[config.mk]
export PLATFORM = sky130hd
export DESIGN_NAME = slot_hp_ctrl
export DESIGN_NICKNAME = d
export VERILOG_FILES = /design/src/rtl/slot_hp_pkg.sv /design/src/rtl/slot_hp_lowbit.sv /design/src/rtl/slot_hp_decode.sv /design/src/rtl/slot_hp_bank.sv /design/src/rtl/slot_hp_ctrl.sv
export SDC_FILE = /design/constraint.sdc
export NUM_CORES = 2
export LEC_CHECK = 0
export ABC_AREA = 1
export BUFFER_PORTS_ARGS = -buffer_cell sky130_fd_sc_hd__buf_2
export CORE_UTILIZATION = 30
export CTS_CLUSTER_SIZE = 24
export DETAILED_ROUTE_END_ITERATION = 8
export GPL_TIMING_DRIVEN = 0
export MAX_ROUTING_LAYER = met4
export SETUP_SLACK_MARGIN = 0.05
export SLEW_MARGIN = 15
export SYNTH_ARGS = -nofsm -noshare
export SYNTH_HDL_FRONTEND = slang
export SYNTH_HIERARCHICAL = 1
export SYNTH_SLANG_ARGS = --single-unit
export TNS_END_PERCENT = 50
[constraint.sdc]
create_clock -name clk -period 4.2 [get_ports clk]
set_clock_uncertainty 0.15 [all_clocks]
set_input_delay 0.42 -clock clk [delete_from_list [all_inputs] [get_ports clk]]
set_output_delay 0.42 -clock clk [all_outputs]
set_load 0.1 [all_outputs]
[src/rtl/slot_hp_pkg.sv]
package slot_hp_pkg;

    localparam int MASK_W = 32;
    localparam int SLOT_IDX_W = $clog2(MASK_W);

    typedef logic [MASK_W-1:0] mask_t;

    typedef enum logic [1:0] {
        EV_BOOT   = 2'd0,
        EV_ADD    = 2'd1,
        EV_REMOVE = 2'd2,
        EV_NONE   = 2'd3
    } ev_kind_e;

    typedef enum logic [2:0] {
        REG_UP,
        REG_DOWN,
        REG_EJECT,
        REG_RMV,
        REG_SEL,
        REG_NONE
    } reg_e;

    localparam int OFF_UP    = 'h00;
    localparam int OFF_DOWN  = 'h04;
    localparam int OFF_EJECT = 'h08;
    localparam int OFF_RMV   = 'h0C;
    localparam int OFF_SEL   = 'h10;

    localparam int STS_HP_BIT = 1;

    typedef struct packed {
        mask_t pres;
        mask_t hpen;
        mask_t down;
        mask_t occ;
        mask_t fixd;
    } bank_t;

endpackage

[src/rtl/slot_hp_lowbit.sv]
module slot_hp_lowbit #(
    parameter int W = 32
) (
    input  logic [W-1:0] vec_i,
    output logic [W-1:0] low_o
);
    // isolate the least significant set bit
    always_comb begin
        low_o = vec_i & (~vec_i + {{(W-1){1'b0}}, 1'b1});
    end
endmodule

[src/rtl/slot_hp_decode.sv]
module slot_hp_decode
    import slot_hp_pkg::*;
#(
    parameter int ADDR_W = 5
) (
    input  logic              rd_i,
    input  logic              wr_i,
    input  logic              full_i,
    input  logic [ADDR_W-1:0] addr_i,
    output reg_e              rd_reg_o,
    output logic              wr_eject_o,
    output logic              wr_sel_o
);
    reg_e hit;

    always_comb begin
        hit = REG_NONE;
        if (full_i && addr_i[1:0] == 2'b00) begin
            case (int'(addr_i))
                OFF_UP:    hit = REG_UP;
                OFF_DOWN:  hit = REG_DOWN;
                OFF_EJECT: hit = REG_EJECT;
                OFF_RMV:   hit = REG_RMV;
                OFF_SEL:   hit = REG_SEL;
                default:   hit = REG_NONE;
            endcase
        end
        rd_reg_o   = rd_i ? hit : REG_NONE;
        wr_eject_o = wr_i && (hit == REG_EJECT);
        wr_sel_o   = wr_i && (hit == REG_SEL);
    end
endmodule

[src/rtl/slot_hp_bank.sv]
module slot_hp_bank
    import slot_hp_pkg::*;
(
    input  logic       clk,
    input  logic       rst_n,
    input  logic       rebuild_i,
    input  logic       ej_en_i,
    input  mask_t      ej_mask_i,
    input  logic       ev_en_i,
    input  logic [1:0] ev_kind_i,
    input  mask_t      ev_mask_i,
    input  logic       ev_fixed_i,
    output mask_t      pres_o,
    output mask_t      hpen_o,
    output mask_t      down_o
);
    bank_t bank_d, bank_q;
    mask_t keep;

    always_comb begin
        bank_d = bank_q;
        // occupied slots that survive completion of every pending removal
        keep = bank_q.occ & ~(bank_q.down & ~bank_q.fixd);
        if (rebuild_i) begin
            bank_d.occ  = keep;
            bank_d.fixd = bank_q.fixd & keep;
            bank_d.pres = keep;
            bank_d.hpen = ~(keep & bank_q.fixd);
            bank_d.down = '0;
        end else begin
            if (ej_en_i) begin
                bank_d.down = bank_d.down & ~ej_mask_i;
                if ((bank_q.occ & bank_q.fixd & ej_mask_i) == '0) begin
                    bank_d.pres = bank_d.pres & ~ej_mask_i;
                    bank_d.occ  = bank_d.occ & ~ej_mask_i;
                    bank_d.fixd = bank_d.fixd & ~ej_mask_i;
                end
            end
            if (ev_en_i) begin
                case (ev_kind_e'(ev_kind_i))
                    EV_BOOT, EV_ADD: begin
                        bank_d.pres = bank_d.pres | ev_mask_i;
                        bank_d.occ  = bank_d.occ | ev_mask_i;
                        bank_d.fixd = (bank_d.fixd & ~ev_mask_i)
                                    | (ev_fixed_i ? ev_mask_i : '0);
                    end
                    EV_REMOVE: bank_d.down = bank_d.down | ev_mask_i;
                    default: ;
                endcase
            end
        end
    end

    always_ff @(posedge clk or negedge rst_n) begin
        if (!rst_n) begin
            bank_q.pres <= '0;
            bank_q.hpen <= '1;
            bank_q.down <= '0;
            bank_q.occ  <= '0;
            bank_q.fixd <= '0;
        end else begin
            bank_q <= bank_d;
        end
    end

    assign pres_o = bank_q.pres;
    assign hpen_o = bank_q.hpen;
    assign down_o = bank_q.down;
endmodule

[src/rtl/slot_hp_ctrl.sv]
module slot_hp_ctrl
    import slot_hp_pkg::*;
#(
    parameter int NUM_BUS  = 8,
    parameter int BUS_ID_W = 4,
    parameter int ADDR_W   = 5
) (
    input  logic                clk,
    input  logic                rst_n,
    input  logic                plat_rebuild,
    input  logic                bus_rd,
    input  logic                bus_wr,
    input  logic                bus_full,
    input  logic [ADDR_W-1:0]   bus_addr,
    input  logic [31:0]         bus_wdata,
    output logic [31:0]         bus_rdata,
    output logic                bus_rvalid,
    input  logic                ev_valid,
    input  logic [1:0]          ev_kind,
    input  logic [BUS_ID_W-1:0] ev_bus,
    input  logic [4:0]          ev_slot,
    input  logic                ev_fixed,
    input  logic [7:0]          sts_clr,
    output logic [7:0]          ev_sts,
    output logic                irq
);
    localparam int IDX_W = (NUM_BUS > 1) ? $clog2(NUM_BUS) : 1;

    typedef struct packed {
        logic [31:0] sel;
        logic [31:0] rdata;
        logic        rvalid;
        logic [7:0]  sts;
    } top_t;

    top_t st_d, st_q;

    reg_e        rd_reg;
    logic        wr_eject, wr_sel;
    logic        sel_ok;
    logic [IDX_W-1:0] sel_idx;
    mask_t       ej_low;
    mask_t       ev_mask;
    logic        ev_in_range;
    logic        hot_ev;
    mask_t       pres_a [NUM_BUS];
    mask_t       hpen_a [NUM_BUS];
    mask_t       down_a [NUM_BUS];
    mask_t       pres_s, hpen_s, down_s;

    slot_hp_decode #(.ADDR_W(ADDR_W)) u_dec (
        .rd_i      (bus_rd),
        .wr_i      (bus_wr),
        .full_i    (bus_full),
        .addr_i    (bus_addr),
        .rd_reg_o  (rd_reg),
        .wr_eject_o(wr_eject),
        .wr_sel_o  (wr_sel)
    );

    slot_hp_lowbit #(.W(MASK_W)) u_low (
        .vec_i(bus_wdata),
        .low_o(ej_low)
    );

    assign sel_ok      = st_q.sel < 32'(NUM_BUS);
    assign sel_idx     = st_q.sel[IDX_W-1:0];
    assign ev_in_range = int'(ev_bus) < NUM_BUS;
    assign ev_mask     = mask_t'(1) << ev_slot;
    assign hot_ev      = ev_valid && ev_in_range
                      && (ev_kind == EV_ADD || ev_kind == EV_REMOVE);

    for (genvar b = 0; b < NUM_BUS; b++) begin : g_bank
        logic ej_en_b, ev_en_b;
        assign ej_en_b = wr_eject && sel_ok && (int'(sel_idx) == b)
                      && (bus_wdata != '0);
        assign ev_en_b = ev_valid && (int'(ev_bus) == b);

        slot_hp_bank u_bank (
            .clk       (clk),
            .rst_n     (rst_n),
            .rebuild_i (plat_rebuild),
            .ej_en_i   (ej_en_b),
            .ej_mask_i (ej_low),
            .ev_en_i   (ev_en_b),
            .ev_kind_i (ev_kind),
            .ev_mask_i (ev_mask),
            .ev_fixed_i(ev_fixed),
            .pres_o    (pres_a[b]),
            .hpen_o    (hpen_a[b]),
            .down_o    (down_a[b])
        );
    end

    always_comb begin
        pres_s = '0;
        hpen_s = '0;
        down_s = '0;
        for (int b = 0; b < NUM_BUS; b++) begin
            if (sel_ok && int'(sel_idx) == b) begin
                pres_s = pres_a[b];
                hpen_s = hpen_a[b];
                down_s = down_a[b];
            end
        end
    end

    always_comb begin
        st_d = st_q;
        st_d.rvalid = bus_rd;
        if (bus_rd) begin
            st_d.rdata = '0;
            if (sel_ok) begin
                case (rd_reg)
                    REG_UP:   st_d.rdata = pres_s & hpen_s;
                    REG_DOWN: st_d.rdata = down_s;
                    REG_RMV:  st_d.rdata = hpen_s;
                    REG_SEL:  st_d.rdata = st_q.sel;
                    default:  st_d.rdata = '0;
                endcase
            end
        end
        if (wr_sel) begin
            st_d.sel = bus_wdata;
        end
        st_d.sts = st_q.sts & ~sts_clr;
        if (hot_ev) begin
            st_d.sts[STS_HP_BIT] = 1'b1;
        end
    end

    always_ff @(posedge clk or negedge rst_n) begin
        if (!rst_n) begin
            st_q <= '0;
        end else begin
            st_q <= st_d;
        end
    end

    assign bus_rdata  = st_q.rdata;
    assign bus_rvalid = st_q.rvalid;
    assign ev_sts     = st_q.sts;
    assign irq        = st_q.sts[STS_HP_BIT];
endmodule

# Yosys cells after proc, flatten, opt, wreduce, memory -nomap -nowiden
# Cells that the tools add are included.
# Widths: inputs -> output; s select.
[word_totals]
register_bits = 1353
latch_bits = 0
ram_bits = 0
romBits = 0
inputBits = 64
output_inout_bits = 42
word_cells = 406
memories = 0
[classes]
addsub = 1
mul = 0
div = 0
magnitude_cmp = 2
eq_ne = 25
n_shift = 1
mux = 135
bitwise_logic = 143
reduce_logical = 55
[ops]
columns = ["op", "n"]
rows = [
  ["$mux 96", 32],
  ["$and 32x32->32", 82],
  ["$mux 32", 82],
  ["$mux 64", 16],
  ["$or 32x32->32", 32],
  ["$not 32->32", 27],
  ["$logic_not 32->1", 8],
  ["$pmux 32 s4", 1],
  ["$logic_and 1x1->1", 38],
  ["$add 32x1->32 const B", 1],
  ["$lt 32x4->1 const B", 1],
  ["$reduce_bool 32->1", 1],
  ["$shl 1x5->32 const A", 1],
  ["$eq 3x3->1 const B", 6],
  ["$eq 4x4->1 const B", 4],
  ["$pmux 3 s5", 1],
  ["$eq 3x2->1 const B", 4],
  ["$eq 5x4->1 const B", 2],
  ["$and 8x8->8", 1],
  ["$eq 4x3->1 const B", 2],
  ["$not 8->8", 1],
  ["$eq 3x1->1 const B", 2],
  ["$logic_not 3->1", 2],
  ["$mux 3", 2],
  ["other kinds (12)", 13],
]

# Logic depth before layout (Yosys ltp)
[logic_depth]
depth_word = 15
mapped_depth = 21
depth_no_buf = 19

# By module
# The synthesis kept the hierarchy.
[by_module_without_submodules]
columns = ["module", "instances", "cells_each", "area_each_um2", "seq_area_each_um2"]
rows = [
  ["slot_hp_bank", 8, 1163, 9183.8, 4043.9],
  ["slot_hp_ctrl", 1, 2208, 11581.1, 1826.8],
  ["slot_hp_lowbit", 1, 149, 625.6, 0.0],
  ["slot_hp_decode", 1, 18, 80.1, 0.0],
]

# Least setup slack after synthesis
# Ideal clock, no wire load.
[synth_timing]
kind = "register -> register"
startpoint = "register st_q[54] in the netlist's numbering"
endpoint = "register g_bank[2].u_bank/bank_q[37] in the netlist's numbering"
setup_ns = 0.118
t_arrival_ns = 2.826
required_ns = 3.932
setup_slack_ns = 1.106
path_stages_with_launch = 19
period_less_slack_ns = 3.094
cell_sequence = "dfrtp_1 > nor2_1 > nand2_1 > nor2_1 > nand2_1 > nor2_4 > buf_6 > buf_4 > buf_2 > nand3_1 > nor4_1 > clkbuf_1 > nand2_1 > inv_1 > nand3_4 > nand2_1 > nand2_1 > nand2_1 > nand2_1"
[synth_rtl]
columns = ["element", "line", "rtl"]
rows = [
  ["start, declared", "slot_hp_ctrl.sv:36", "top_t st_d, st_q;"],
  ["start signal, assigned", "slot_hp_ctrl.sv:136", "st_q <= st_d;"],
  ["end signal, assigned", "slot_hp_bank.sv:62", "bank_q <= bank_d;"],
  ["end, declared", "slot_hp_bank.sv:17", "bank_t bank_d, bank_q;"],
]

# Worst setup path in the final report
[layout_timing]
startpoint = "register st_q (netlist bit sel_idx[2])"
endpoint = "register st_q (netlist bit bus_rdata[11])"
[layout_via]
elab_chain_len = 13
elab_cells_between_ends = 44
classes_between = "order compare: 1; eq/ne: 7; mux: 26; bitwise: 1; reduce/logical: 9"
[layout_lines]
columns = ["element", "line", "rtl"]
rows = [
  ["$lt 32x4->1 / $logic_not 3->1 (equally long branches)", "slot_hp_ctrl.sv:66, slot_hp_ctrl.sv:100", ""],
  ["$logic_and 1x1->1", "slot_hp_ctrl.sv:100", "if (sel_ok && int'(sel_idx) == b) begin"],
  ["$mux 32 (8 in series)", "slot_hp_ctrl.sv:100", ""],
  ["$and 32x32->32", "slot_hp_ctrl.sv:115", "REG_UP: st_d.rdata = pres_s & hpen_s;"],
  ["$pmux 32 s4", "slot_hp_ctrl.sv:114", "case (rd_reg)"],
  ["$mux 32 (*)", "slot_hp_ctrl.sv:113", "if (sel_ok) begin"],
]
# Every way passes the cells marked *; elsewhere a longest branch is shown, timed or not.
# A chain may end at the register's enable or synchronous reset.

==> results.md <==
- Status: finished with violations
- Failing checks: negative setup slack
- Clock-pin slew on the worst setup and hold paths: 0.06 ns
- Sequential area share after synthesis: 0.399
- NumNets Final: 12.2k
- Synthesis Warnings: 6
- Share of layout cells above drive strength 1: 0.182
- Post-route setup slack: -0.0978 ns
- Hold Crit Endpoint: bus_rdata[0]
- Crit path launch type: flip-flop
- Leakage: just over 50 nW
- CP Data Required Time: 4.81 ns
- Adder-cell share of the synthesized area: 0
- Fmax: 0.233 GHz
- Final hold violation count: 0
- Root buffer cell: clkbuf_16
- Reg-to-reg endpoint: bus_rdata[11]
- CP arrival: 4.91 ns
- Combinational family with the most area after synthesis: simple AND/OR/NAND/NOR gates
- Avg Cell Area, Syn: approximately 7.3 µm²
- Num rows: 195
- Detail-routed via count per cell: 5.39
- Max Slew Vio Count: 0
- Area Overhead vs Synth: 17.4%
- Clk sinks: about 1.4k
- Routed WL: approximately 480 mm
- Critical Path Source: sel_idx[2]
- Critical Path Fanout Max: 10
- Final Wtd Congestion: 1.06
- CTS Buf Count: 172
- Post-synthesis cell area: 85800 µm²
- Core area: approximately 280000 µm²
- First-pass DRT Iterations: 8
- Max IR drop VDD: 0.300 mV
- Post-synth EDFFs: 0
- IO buf count: 100
- Pwr Total: approximately 0.033 W
- Compound-Gate Fraction of Synth Area: 0.115
- Max-cap violations: 0
- Hold_sp: bus_rd
- H-tree depth: 4
- CTS max path bufs: 4
- Post-synth ARST share: 1.00
- DRT antenna net count: 0
- Post-Synth Simple-Gate Area: 0.340
- GR Util All Layers: 0.333
- Post-synth net total: 11.7k
- DRC viols: 0
- Relative slew slack: 0.188
- Die Wd: 537 µm
- Cell count after synthesis: 11.7k
- Fill cell count: 30.2k
- # setup viols final: 5
- Most frequent cells in the layout: nand2_1 (3990), nand3_1 (1286), dfrtp_1 (1097)
- Reg2reg setup slack: -0.1 ns
- Final Util: 0.355
- Reg-to-Reg Start: sel_idx[2]
- Pwr dens: 330 nW/µm²
- Post-synthesis xor/xnor area fraction: 0.000102
- HP Class: in -> reg
- Initial antenna violation count: 31
- Die area: 288000 µm²
- Routed len/inst: 29.6 µm
- Initial core utilization: 0.303
- Slew at the pin closest to its max-slew limit: 1.21 ns
- Yosys cell types: 47
- Most common cell after layout, fill and taps aside: nand2_1
- Crit. End Element: flip-flop
- Grt ovf: 0
- Largest net degree at the start of global routing: 135
- Post-synthesis mux area share: 0.000525
- Via count: just under 90k
- First-pass GRT wire length: 646 mm
- DP Area: between 90000 and 100000 µm²
- RSZ-0062 raised after global routing: yes
- Hold depth: 4
- Design area: 101000 µm²
- DRT iter0 DRCs: 12.5k
- Period utilization: 1.02
- Worst skew pair latency: 0.88 ns
- Main flop type after synthesis: dfrtp_1
- Vias in the first global route: 79.4k
- TritonCTS clock tree: built
- Path depth of the worst reg2reg path: 14
- IO Pins: 106
- Die Ht: 537 µm
- Yosys reg bits: roughly 1.4k
- Fin Setup TNS: -0.259 ns
- Critical path class: reg -> reg
- Min cycle time layout: between 4 and 5 ns
- Detailed Place HPWL: 372 mm
## Yosys cell counts, types with 3 or more instances
| library cell | n | area share |
|---|---|---|
| a21o_1 | 216 | 0.019 |
| nand3_1 | 1289 | 0.075 |
| a21oi_1 | 801 | 0.047 |
| a31oi_1 | 256 | 0.019 |
| o21ai_1 | 17 | 0.00099 |
| o21a_1 | 17 | 0.0015 |
| or2_0 | 4 | 0.00029 |
| inv_2 | 5 | 0.00022 |
| nand2_1 | 3992 | 0.17 |
| buf_4 | 826 | 0.072 |
| buf_12 | 24 | 0.0056 |
| nand3_4 | 240 | 0.049 |
| and3_1 | 19 | 0.0014 |
| o22ai_1 | 3 | 0.00022 |
| dfrtp_1 | 1097 | 0.32 |
| dfstp_2 | 256 | 0.078 |
| nand4_1 | 105 | 0.0077 |
| o21bai_1 | 26 | 0.0023 |
| nor2_1 | 534 | 0.023 |
| buf_6 | 33 | 0.0043 |
| buf_2 | 164 | 0.0096 |
| or2_2 | 14 | 0.0010 |
| inv_1 | 838 | 0.037 |
| nor3_2 | 3 | 0.00035 |
| buf_1 | 48 | 0.0021 |
| clkbuf_1 | 332 | 0.015 |
| o21ai_0 | 429 | 0.025 |
| nand2_2 | 5 | 0.00036 |
| nor2_4 | 19 | 0.0025 |
| nor4_1 | 12 | 0.00088 |
| nor3_1 | 10 | 0.00058 |
| clkinv_1 | 3 | 0.00013 |
| mux2_2 | 4 | 0.00053 |
| nand3b_1 | 19 | 0.0017 |
## state kept, by name, indices dropped and copies added, names as in the netlist
register / count
st_q: 29
ev_sts: 8
g_bank.u_bank/down_o: 256
g_bank.u_bank/bank_q: 512
g_bank.u_bank/pres_o: 256
g_bank.u_bank/hpen_o: 256
bus_rdata: 32
bus_rvalid: 1
sel_idx: 3
## worst max-delay path by stage
stage                                  end  slack (ns)  depth (start not counted)
2_1_floorplan  g_bank[2].u_bank/bank_q[37]        1.11                         18
3_3_place_gp   g_bank[7].u_bank/pres_o[24]      -30.04                          1
3_5_place_dp   g_bank[3].u_bank/bank_q[10]       -1.05                         16
4_1_cts                      bus_rdata[18]       -0.15                         14
5_1_grt                      bus_rdata[10]        0.03                         16
6_report                     bus_rdata[11]        -0.1                         14
## metal layers
metal,wire (µm),share of wire,GRT usage,vias up
li1,-,-,-,38200
met5,0,0,-,-
met1,197000,0.41,0.445,42276
met4,33000,0.069,0.191,0
met3,56600,0.12,0.0882,992
met2,189000,0.40,0.448,5181
## power by group
group	internal, W	total (W)	switching (W)
Clock	0.00877	0.0151	0.00636
Sequential	0.0138	0.0143	0.000494
Combinational	0.00113	0.00384	0.00270
Total	0.0237	0.0332	0.00956
## cells by family (layout without fill, tap and decap cells)
| logic type | Yosys count | in the layout |
|---|---|---|
| AND/OR/NAND/NOR | 6276 | 6276 |
| other | 0 | 40 |
| buffers and inverters | 2275 | 2879 |
| AO/OA/AOI/OAI | 1770 | 1770 |
| multiplexers | 4 | 4 |
| XOR/XNOR | 1 | 1 |
| flip-flops | 1353 | 1353 |
## layout make-up
cell class / count / area [µm²] / share of cell area
Timing Repair Buffer: 295 / 3870 / 0.0384
Buffer: 1428 / 9360 / 0.0930
Sequential cell: 1353 / 34200 / 0.339
Antenna cell: 40 / 100 / 0.000994
Inverter: 847 / 3190 / 0.0317
Clock inverter: 46 / 472 / 0.00468
Tap cell: 3743 / 4680 / 0.0465
Clock buffer: 263 / 5090 / 0.0505
Multi-Input combinational cell: 8051 / 39700 / 0.395
## repair_timing
| action | 4_1_cts | 5_1_grt |
|---|---|---|
| pin swaps | 7 | 6 |
| hold buffers | 45 | 0 |
| hold endpoints to repair | 294 | 0 |
| buffers inserted | 4 | 2 |
| gates resized for setup | 49 | 24 |
| endpoints found under the setup margin | 1024 | 204 |
## stage by stage
| step | setup WS (ns) | hold WS (ns) | cells |
|---|---|---|---|
| 2_1_floorplan | 1.11 | -0.0256 | 11679 |
| 3_3_place_gp | -30.04 | 0.306 | 15522 |
| 3_5_place_dp | -1.05 | 0.246 | 15666 |
| 4_1_cts | -0.149 | 0.00118 | 16024 |
| 5_1_grt | 0.0285 | 0.0806 | 16057 |
| 6_report | -0.0978 | 0.0597 | 16066 |
## worst max-delay path: stages (launching register included)
cell and delay (ns):
dfrtp_1 0.33, buf_4 0.29, inv_2 0.27, nand3_2 0.22, nor2_2 0.11, buf_4 0.19
buf_2 0.22, nand2_1 0.17, nand3_1 0.34, o21bai_2 0.47, nand4_1 0.43, a21oi_1 0.60
nand2_1 0.19, nand2_1 0.12, nand2_1 0.06
(Power assumes the default switching activity.)
